==> config.mk <==
export PLATFORM = sky130hd
export DESIGN_NAME = fence_ctrl
export DESIGN_NICKNAME = d
export VERILOG_FILES = /design/src/rtl/fence_pkg.sv /design/src/rtl/fence_plan.sv /design/src/rtl/fence_seq.sv /design/src/rtl/fence_rsp.sv /design/src/rtl/fence_ctrl.sv
export SDC_FILE = /design/constraint.sdc
export NUM_CORES = 1
export LEC_CHECK = 0
export BUFFER_PORTS_ARGS = -buffer_cell sky130_fd_sc_hd__buf_2
export CORE_ASPECT_RATIO = 0.8
export CORE_MARGIN = 2
export CORE_UTILIZATION = 31
export CTS_CLUSTER_DIAMETER = 120
export DETAILED_ROUTE_END_ITERATION = 12
export PLACE_DENSITY = 0.58
export SLEW_MARGIN = 20
export SYNTH_ARGS = -nofsm -noshare
export SYNTH_HDL_FRONTEND = slang
export SYNTH_SLANG_ARGS = --single-unit
==> constraint.sdc <==
create_clock -name clk -period 1.74 [get_ports clk]
set_input_delay 0.348 -clock clk [delete_from_list [all_inputs] [get_ports clk]]
set_output_delay 0.348 -clock clk [all_outputs]
set_load 0.005 [all_outputs]
==> src/rtl/fence_pkg.sv <==
package fence_pkg;
  // stage order is behavioural: release work precedes acquire work
  localparam int STG_N     = 3;
  localparam int STG_DRAIN = 0;
  localparam int STG_FLUSH = 1;
  localparam int STG_INV   = 2;

  typedef enum logic [1:0] {
    SQ_IDLE = 2'd0,
    SQ_RUN  = 2'd1,
    SQ_DONE = 2'd2
  } seq_state_e;
endpackage

==> src/rtl/fence_plan.sv <==
module fence_plan
  import fence_pkg::*;
(
  input  logic [1:0]       kind,
  input  logic             scope_dev,
  output logic [STG_N-1:0] stages
);
  logic is_rel, is_acq;
  assign is_rel = kind[1];
  assign is_acq = kind[0];

  always_comb begin
    stages            = '0;
    stages[STG_DRAIN] = is_rel;
    stages[STG_FLUSH] = is_rel & scope_dev;
    stages[STG_INV]   = is_acq & scope_dev;
  end
endmodule

==> src/rtl/fence_seq.sv <==
module fence_seq
  import fence_pkg::*;
#(
  parameter int NSTG = STG_N,
  localparam int IW  = (NSTG > 1) ? $clog2(NSTG) : 1
) (
  input  logic            clk,
  input  logic            rst_n,
  input  logic            start,
  input  logic [NSTG-1:0] plan_in,
  input  logic [NSTG-1:0] ack,
  input  logic            done_take,
  output logic [NSTG-1:0] req,
  output logic            idle,
  output logic            done
);
  seq_state_e      st;
  logic [IW-1:0]   cur;
  logic [NSTG-1:0] pmask;
  logic            nxt_found, first_found;
  logic [IW-1:0]   nxt_idx, first_idx;

  // lowest pending stage above the current one
  always_comb begin
    nxt_found = 1'b0;
    nxt_idx   = '0;
    for (int i = NSTG - 1; i >= 0; i--) begin
      if (pmask[i] && (i > int'(cur))) begin
        nxt_found = 1'b1;
        nxt_idx   = IW'(i);
      end
    end
  end

  // lowest stage in a fresh plan
  always_comb begin
    first_found = 1'b0;
    first_idx   = '0;
    for (int i = NSTG - 1; i >= 0; i--) begin
      if (plan_in[i]) begin
        first_found = 1'b1;
        first_idx   = IW'(i);
      end
    end
  end

  always_ff @(posedge clk) begin
    if (!rst_n) begin
      st    <= SQ_IDLE;
      cur   <= '0;
      pmask <= '0;
    end else begin
      case (st)
        SQ_IDLE: if (start) begin
          pmask <= plan_in;
          cur   <= first_idx;
          st    <= first_found ? SQ_RUN : SQ_DONE;
        end
        SQ_RUN: if (ack[cur]) begin
          if (nxt_found) cur <= nxt_idx;
          else           st  <= SQ_DONE;
        end
        SQ_DONE: if (done_take) st <= SQ_IDLE;
        default: st <= SQ_IDLE;
      endcase
    end
  end

  for (genvar g = 0; g < NSTG; g++) begin : g_req
    assign req[g] = (st == SQ_RUN) && (int'(cur) == g);

    // a request line stays up until its acknowledge
    assert_req_held_R7: assert property (@(posedge clk) disable iff (!rst_n)
      req[g] && !ack[g] |=> req[g]);
  end

  assign idle = (st == SQ_IDLE);
  assign done = (st == SQ_DONE);

  // never two cache actions in flight
  assert_one_req_R7: assert property (@(posedge clk) disable iff (!rst_n)
    $onehot0(req));
endmodule

==> src/rtl/fence_rsp.sv <==
module fence_rsp #(
  parameter int TAG_W = 8
) (
  input  logic             clk,
  input  logic             rst_n,
  input  logic             load,
  input  logic [TAG_W-1:0] tag_in,
  output logic [TAG_W-1:0] tag_out
);
  always_ff @(posedge clk) begin
    if (!rst_n)    tag_out <= '0;
    else if (load) tag_out <= tag_in;
  end
endmodule

==> src/rtl/fence_ctrl.sv <==
module fence_ctrl
  import fence_pkg::*;
#(
  parameter int TAG_W = 8
) (
  input  logic             clk,
  input  logic             rst_n,
  input  logic             op_valid,
  output logic             op_ready,
  input  logic [1:0]       op_kind,
  input  logic             op_scope,
  input  logic [TAG_W-1:0] op_tag,
  output logic             rsp_valid,
  input  logic             rsp_ready,
  output logic [TAG_W-1:0] rsp_tag,
  output logic             wb_drain_req,
  input  logic             wb_drain_ack,
  output logic             l1_flush_req,
  input  logic             l1_flush_ack,
  output logic             l1_inv_req,
  input  logic             l1_inv_ack
);
  logic [STG_N-1:0] plan, acks, reqs;
  logic             accept, idle, done;

  assign accept = op_valid && op_ready;

  fence_plan u_plan (
    .kind      (op_kind),
    .scope_dev (op_scope),
    .stages    (plan)
  );

  assign acks[STG_DRAIN] = wb_drain_ack;
  assign acks[STG_FLUSH] = l1_flush_ack;
  assign acks[STG_INV]   = l1_inv_ack;

  fence_seq #(.NSTG(STG_N)) u_seq (
    .clk       (clk),
    .rst_n     (rst_n),
    .start     (accept),
    .plan_in   (plan),
    .ack       (acks),
    .done_take (rsp_ready),
    .req       (reqs),
    .idle      (idle),
    .done      (done)
  );

  fence_rsp #(.TAG_W(TAG_W)) u_rsp (
    .clk     (clk),
    .rst_n   (rst_n),
    .load    (accept),
    .tag_in  (op_tag),
    .tag_out (rsp_tag)
  );

  assign op_ready     = idle;
  assign rsp_valid    = done;
  assign wb_drain_req = reqs[STG_DRAIN];
  assign l1_flush_req = reqs[STG_FLUSH];
  assign l1_inv_req   = reqs[STG_INV];

  // no acceptance while a cache action is pending
  assert_busy_blocks_R1: assert property (@(posedge clk) disable iff (!rst_n)
    (wb_drain_req || l1_flush_req || l1_inv_req) |-> !op_ready);

  // flush follows a completed drain
  assert_flush_after_drain_R7: assert property (@(posedge clk) disable iff (!rst_n)
    $rose(l1_flush_req) |-> $past(wb_drain_req && wb_drain_ack));

  // narrow acquire completes next cycle
  assert_wg_acq_fast_R5: assert property (@(posedge clk) disable iff (!rst_n)
    accept && op_kind == 2'b01 && !op_scope |=> rsp_valid);

  // wide acquire starts with invalidate
  assert_dev_acq_inv_R4: assert property (@(posedge clk) disable iff (!rst_n)
    accept && op_kind == 2'b01 && op_scope |=> l1_inv_req);

  // completion holds under back-pressure
  assert_rsp_hold_R8: assert property (@(posedge clk) disable iff (!rst_n)
    rsp_valid && !rsp_ready |=> rsp_valid && $stable(rsp_tag));
endmodule

==> results of run 1 <==
==> power groups by stage <==
stage	Sequential [W]	Clock [W]	Combinational, W
2_1_floorplan	0.000364	0	0.0000737
3_3_place_gp	0.000364	0	0.000133
3_5_place_dp	0.000364	0	0.000134
4_1_cts	0.000357	0.000240	0.000134
5_1_grt	0.000360	0.000250	0.000151
6_report	0.000357	0.000229	0.000132
==> path summary, 6_finish.rpt <==
path | startpoint | to | slack (ns) | cells after the start
worst max-delay path | u_seq.st[0]$_SDFFE_PN0P_ | l1_flush_req | 0.12 | 3
worst min-delay path | op_tag[7] | u_rsp.tag_out[7]$_SDFFE_PN0P_ | 0.29 | 3
worst max register to register | u_seq.cur[0]$_SDFFE_PN0P_ | u_seq.st[1]$_SDFFE_PN0P_ | 0.26 | 4
worst min register to register | u_rsp.tag_out[1]$_SDFFE_PN0P_ | u_rsp.tag_out[1]$_SDFFE_PN0P_ | 0.45 | 2
==> flip-flops by register name (all words and copies together) (netlist names) <==
| register | count |
|---|---|
| u_seq.st | 2 |
| u_rsp.tag_out | 8 |
| u_seq.cur | 2 |
| u_seq.pmask | 2 |
==> layout make-up <==
type | count | area share [%]
Tap cell | 24 | 3.577
Sequential cell | 14 | 33.38
Inverter | 2 | 0.8942
Multi-Input combinational cell | 60 | 39.05
Timing Repair Buffer | 31 | 18.78
Clock buffer | 4 | 4.322
==> worst max-delay path, stage by stage (launching register included) <==
cell	delay, ns
dfxtp_1	0.40
nor3b_1	0.29
and2_2	0.20
buf_2	0.11
==> cell usage in the layout (no fill, tap or decap), types with 2 or more instances in the layout <==
master,instances
a21oi_1,12
o21a_1,2
inv_1,2
clkbuf_4,3
dfxtp_1,14
nor2b_1,2
buf_2,30
nor2_1,3
mux2i_1,2
nand3_1,5
nand3b_1,3
nand2_1,20
nor3b_1,2
==> layer usage <==
layer	GRT usage (%)	routed length (um)	vias to the layer above
li1	-	-	335
met3	5.405	65	2
met5	0	0	-
met4	10.00	27	0
met2	22.65	759	11
met1	17.82	673	305
==> logic make-up after synthesis <==
logic type | Yosys count
buffers and inverters | 5
AND/OR/NAND/NOR | 40
multiplexers | 2
AO/OA/AOI/OAI | 18
flip-flops | 14
==> per-stage QoR <==
stage                     hold slack, ns  total power [W]
after global routing              0.2898        0.0007607
final                             0.2947        0.0007175
after detailed placement          0.4449        0.0004978
after CTS                         0.2839        0.0007307
after global placement            0.4399        0.0004966
after floorplan                   0.4406        0.0004372
==> results.toml, run 1 <==
[synthesis]
synth_ff_type = "dfxtp_1"
synth_area_sq_um = 628.1
synthXorXnorAreaFrac_pct = 0
ys_async_sr_fraction_pct = 0
ys_types = 22
synthTopCellsByArea = "dfxtp_1 (45%), nand2_1 (12%), a21oi_1 (9.6%), nand3_1 (4.0%), nand3b_1 (3.6%)"
ys_ff_latch = 14
synth-seq-area-share_pct = 44.62
synth_compound_area_share_pct = 18.33
muxShareOfSynthArea_pct = 3.187
synth_adder_area_share_pct = 0
avgSynthCellArea_sq_um = 7.951
yosys.area_share.simple_pct = 30.68
yosys.area.top_type = "dfxtp_1"
synth.most_common_cell = "nand2_1"
yosys_warnings = 0
synth_top_family_by_area = "simple AND/OR/NAND/NOR gates"
synthTopCellsByCount = "nand2_1 (20), dfxtp_1 (14), a21oi_1 (12)"
synth_edf_count = 0
synth_nets = 97
synth_cells = 79
synth_top_area_share_pct = 44.62

[grt]
grt_start_max_net_pins = 13
grt_usage_pct = 15.03
antenna_found_initial = 0
grt_overflow = 0
first_global_vias = 591
grt_pass1_wl_mm = 2.511

[sta]
rsz0062_at_grt = "false"
maxSlewViolCount = 0
skew_ns = 0.002469
fin_crit_sh_pct = 93.26
relSlewSlack_pct = 74.26
setup_viol = 0
min_period_ns = 1.623
worst_pin_slew_ns = 0.3851
fmax_mhz = 616.3
finalSetupTns_ns = 0
hold_viol = 0
setup_ws_ns = 0.1174

[floorplan]
die_area_sq_um = 2404
die_y_um = 44.26
die_w_um = 54.33
num_rows = 14
start_util_pct = 33.20
io_pins = 31
coreArea_sq_um = 1892

[worst_setup_path]
path_class = "reg -> out"
path_max_fanout = 5
start_kind = "flop"
crit_required_ns = 1.39
arrival_ns = 1.27
endpoint_kind = "output pin"

[pwr]
leakagePower_nw = 0.3946
peakVddDrop_uv = 369.0
power.net_switching_w = 0.0001870
p_sw_share_pct = 26.07
clkPwrFrac_pct = 31.9
seqPwrFrac_pct = 49.7
pwr-share-comb_pct = 18.4
p_int_w = 0.0005305
power_density_nw_per_um2 = 854.6

[layout]
final_net_count = 130
fin_area_sq_um = 839.6
nFillCells = 197
multiInputGateArea_sq_um = 327.8
seqCellArea_sq_um = 280.3
layout-drive-gt1-share_pct = 33.33
n_antenna_cell = 0
layoutNonFillerInstCount = 135
syn_to_final_growth_pct = 33.67
utilization_pct = 44.38

[place]
post-place-ws_ns = 0.2835
postPlaceCellArea_sq_um = 803.3
io_buffers = 30
dp_hpwl_mm = 1.136
placedCellCount = 131
routabilityCongestion = 0.8637

[run_status]
status = "completed"

[clock_network]
clk_pin_slew_ns = 0.08
cts-root-buf = "clkbuf_4"
hold_buffers = 0
cts_tree = "yes"
clkSinkCount = 14
htree_num_levels = 1
cts_resized = 0
cts_made_buffers = 3
clk-insertion-delay-late_ns = 0.28
cts_setup_buffers = 0
cts_buffer_depth = 2

[route]
vias = 653
wl_mm = 1.525
avgViaCountPerCell = 4.837
drt_pass1_iterations = 5
drc = 0
drt-initial-drc-count = 12
final_antenna_net_count = 0
wire_per_inst_um = 11.30

[job]
max_cap_violations = 0

[hold_path]
hp-class = "in -> reg"
(Power assumes the default switching activity.)
==> inputs of run 2 (changes only) <==
- CAP_MARGIN: unset -> 20
- PLACE_DENSITY: 0.58 -> 0.56
- SYNTH_HIERARCHICAL: unset -> 1
==> run 2 against run 1 <==
Effect of this change:
- clock power is 3% lower
- die area rose by 19%
- global-route usage is 3.9 points lower
- core utilization fell by 1.3 points
- wire length increased by 0.13%
- power rose by 72%
- critical path depth unchanged
- worst setup slack better by 0.032 ns
- clock skew about the same
- final cell count shrank 2.2%
- largest cell class unchanged
==> results.toml, run 2 <==
[sta]
finalSetupTns_ns = 0
maxSlewViolCount = 0
skew_ns = 0.002332
worst_pin_slew_ns = 0.3344
fmax_mhz = 628.6
fin_crit_sh_pct = 91.42
hold_viol = 0
relSlewSlack_pct = 77.68
rsz0062_at_grt = "false"
setup_viol = 0
setup_ws_ns = 0.1492
min_period_ns = 1.591

[layout]
layoutNonFillerInstCount = 132
top_register = "u_rsp/tag_out"
fin_area_sq_um = 962.2
largest_reg_flops = 8
utilization_pct = 43.08
final_net_count = 126
final_common_cell = "buf_2"
n_antenna_cell = 0
layout-drive-gt1-share_pct = 39.25
layout_common_cells = "buf_2 (30), mux2i_1 (14), dfxtp_1 (13), nor2b_1 (11), nand2_1 (5)"
syn_to_final_growth_pct = 26.90

[clock_network]
htree_num_levels = 1
clk-insertion-delay-late_ns = 0.27
cts_setup_buffers = 0
cts_tree = "yes"
clkSinkCount = 14
hold_buffers = 0
cts_made_buffers = 3
cts_buffer_depth = 2
clk_pin_slew_ns = 0.08
cts-root-buf = "clkbuf_4"

[synthesis]
synthTopCellsByArea = "dfxtp_1 (37%), mux2i_1 (18%), nor2b_1 (9.1%), and2_1 (3.3%), a21boi_4 (2.5%)"
synth_cells = 76
synth_top_area_share_pct = 36.96
synth_nets = 94
synth_edf_count = 0
ys_types = 28
synth_area_sq_um = 758.2
yosys.area_share.simple_pct = 27.72
synth_compound_area_share_pct = 12.05
yosys_warnings = 6
muxShareOfSynthArea_pct = 18.48
synth_top_family_by_area = "simple AND/OR/NAND/NOR gates"
synthXorXnorAreaFrac_pct = 0
synth_ff_type = "dfxtp_1"
ys_ff_latch = 14
ys_async_sr_fraction_pct = 0
synthTopCellsByCount = "dfxtp_1 (14), mux2i_1 (14), nor2b_1 (11)"
yosys.area.top_type = "dfxtp_1"
synth-seq-area-share_pct = 36.96
avgSynthCellArea_sq_um = 9.977
synth_adder_area_share_pct = 0

[worst_setup_path]
endpoint = "l1_inv_req"
rr_startpoint = "u_seq/st[1]$_SDFFE_PN0P_"
ff2ff_path_depth = 5
crit_start = "u_seq/st[1]$_SDFFE_PN0P_"
start_kind = "flop"
path_max_fanout = 8
r2r-end = "u_seq/st[1]$_SDFFE_PN0P_"
crit_required_ns = 1.39
path_class = "reg -> out"
r2r_slack_ns = 0.22
endpoint_kind = "output pin"
arrival_ns = 1.24

[route]
avgViaCountPerCell = 4.765
final_antenna_net_count = 0
drt_pass1_iterations = 4
vias = 629
wl_mm = 1.527
drc = 0
wire_per_inst_um = 11.57
drt-initial-drc-count = 17

[place]
dp_hpwl_mm = 1.214
routabilityCongestion = 0.7698
postPlaceCellArea_sq_um = 918.4
placedCellCount = 128
post-place-ws_ns = 0.2798
io_buffers = 30

[pwr]
leakagePower_nw = 0.4599
peakVddDrop_uv = 455.7
pwr-share-comb_pct = 44.1
clkPwrFrac_pct = 18.0
p_sw_share_pct = 34.82
seqPwrFrac_pct = 37.9
power_density_nw_per_um2 = 1280
power.net_switching_w = 0.0004288
p_int_w = 0.0008026

[floorplan]
die_area_sq_um = 2860
die_y_um = 48.24
io_pins = 31
num_rows = 15
start_util_pct = 33.95
coreArea_sq_um = 2233
die_w_um = 59.30

[grt]
grt.met2_usage_pct = 17.80
grt_start_max_net_pins = 18
grt_usage_pct = 11.15
grtUsageMet1_pct = 14.45
top_usage_layer = "met2"
met3_usage_pct = 2.653
first_global_vias = 552
antenna_found_initial = 0
grt_pass1_wl_mm = 2.346
grt_overflow = 0

[job]
max_cap_violations = 0

[run_status]
status = "completed"

[hold_path]
hp-class = "in -> reg"
-- run 2: logic make-up (layout without fill, tap and decap cells) --
| logic type | Yosys count | count (layout) |
|---|---|---|
| AND/OR/NAND/NOR | 34 | 34 |
| multiplexers | 14 | 14 |
| flip-flops | 14 | 14 |
| AO/OA/AOI/OAI | 8 | 8 |
| buffers and inverters | 6 | 37 |
-- run 2: worst min path at each step --
stage                                        from                            end  slack (ns)  depth (start not counted)
floorplan                                   rst_n  u_rsp/tag_out[0]$_SDFFE_PN0P_        0.48                          1
global placement    u_rsp/tag_out[3]$_SDFFE_PN0P_  u_rsp/tag_out[3]$_SDFFE_PN0P_        0.49                          2
detailed placement  u_rsp/tag_out[4]$_SDFFE_PN0P_  u_rsp/tag_out[4]$_SDFFE_PN0P_        0.50                          2
CTS                                     op_tag[5]  u_rsp/tag_out[5]$_SDFFE_PN0P_        0.32                          3
global route                            op_tag[3]  u_rsp/tag_out[3]$_SDFFE_PN0P_        0.33                          3
finish                                  op_tag[1]  u_rsp/tag_out[1]$_SDFFE_PN0P_        0.34                          3
-- run 2: routing by layer --
layer | vias up | routed length, um | share of wire [%]
met5 | - | 0 | 0
met3 | 2 | 114 | 7.5
met4 | 0 | 12 | 0.79
met1 | 280 | 754 | 49
li1 | 327 | - | -
met2 | 20 | 646 | 42
-- run 2: what timing repair did --
action / in CTS / in global routing
pin swaps: 0 / 0
setup endpoints to repair: 1 / 2
resized for setup: 1 / 1
-- run 2: critical path, stage by stage (launching register included) --
cell and delay (ns):
dfxtp_1 0.41, nand2b_1 0.23, nor3b_1 0.19, buf_2 0.14
-- run 2: power by group through the flow --
stage	logic, W	clock network [W]	registers (W)
floorplan	0.000424	0	0.000439
global placement	0.000526	0	0.000463
detailed placement	0.000539	0	0.000464
CTS	0.000548	0.000239	0.000462
global route	0.000593	0.000247	0.000478
finish	0.000543	0.000221	0.000467
-- run 2: through the flow --
stage	hold WS, ns	total power, W
floorplan	0.4762	0.0008638
global placement	0.4919	0.0009887
detailed placement	0.5009	0.001003
CTS	0.3221	0.001249
global route	0.3338	0.001318
finish	0.3357	0.001231
-- run 2: cell type report --
| type | count | area (sq um) |
|---|---|---|
| fillers | 227 | 1271 |
| multi-input cells | 56 | 447.9 |
| flip-flops and latches | 14 | 281.5 |
| repair buffers | 31 | 157.7 |
| clock buffers | 4 | 36.28 |
| well taps | 25 | 31.28 |
| inverters | 2 | 7.507 |
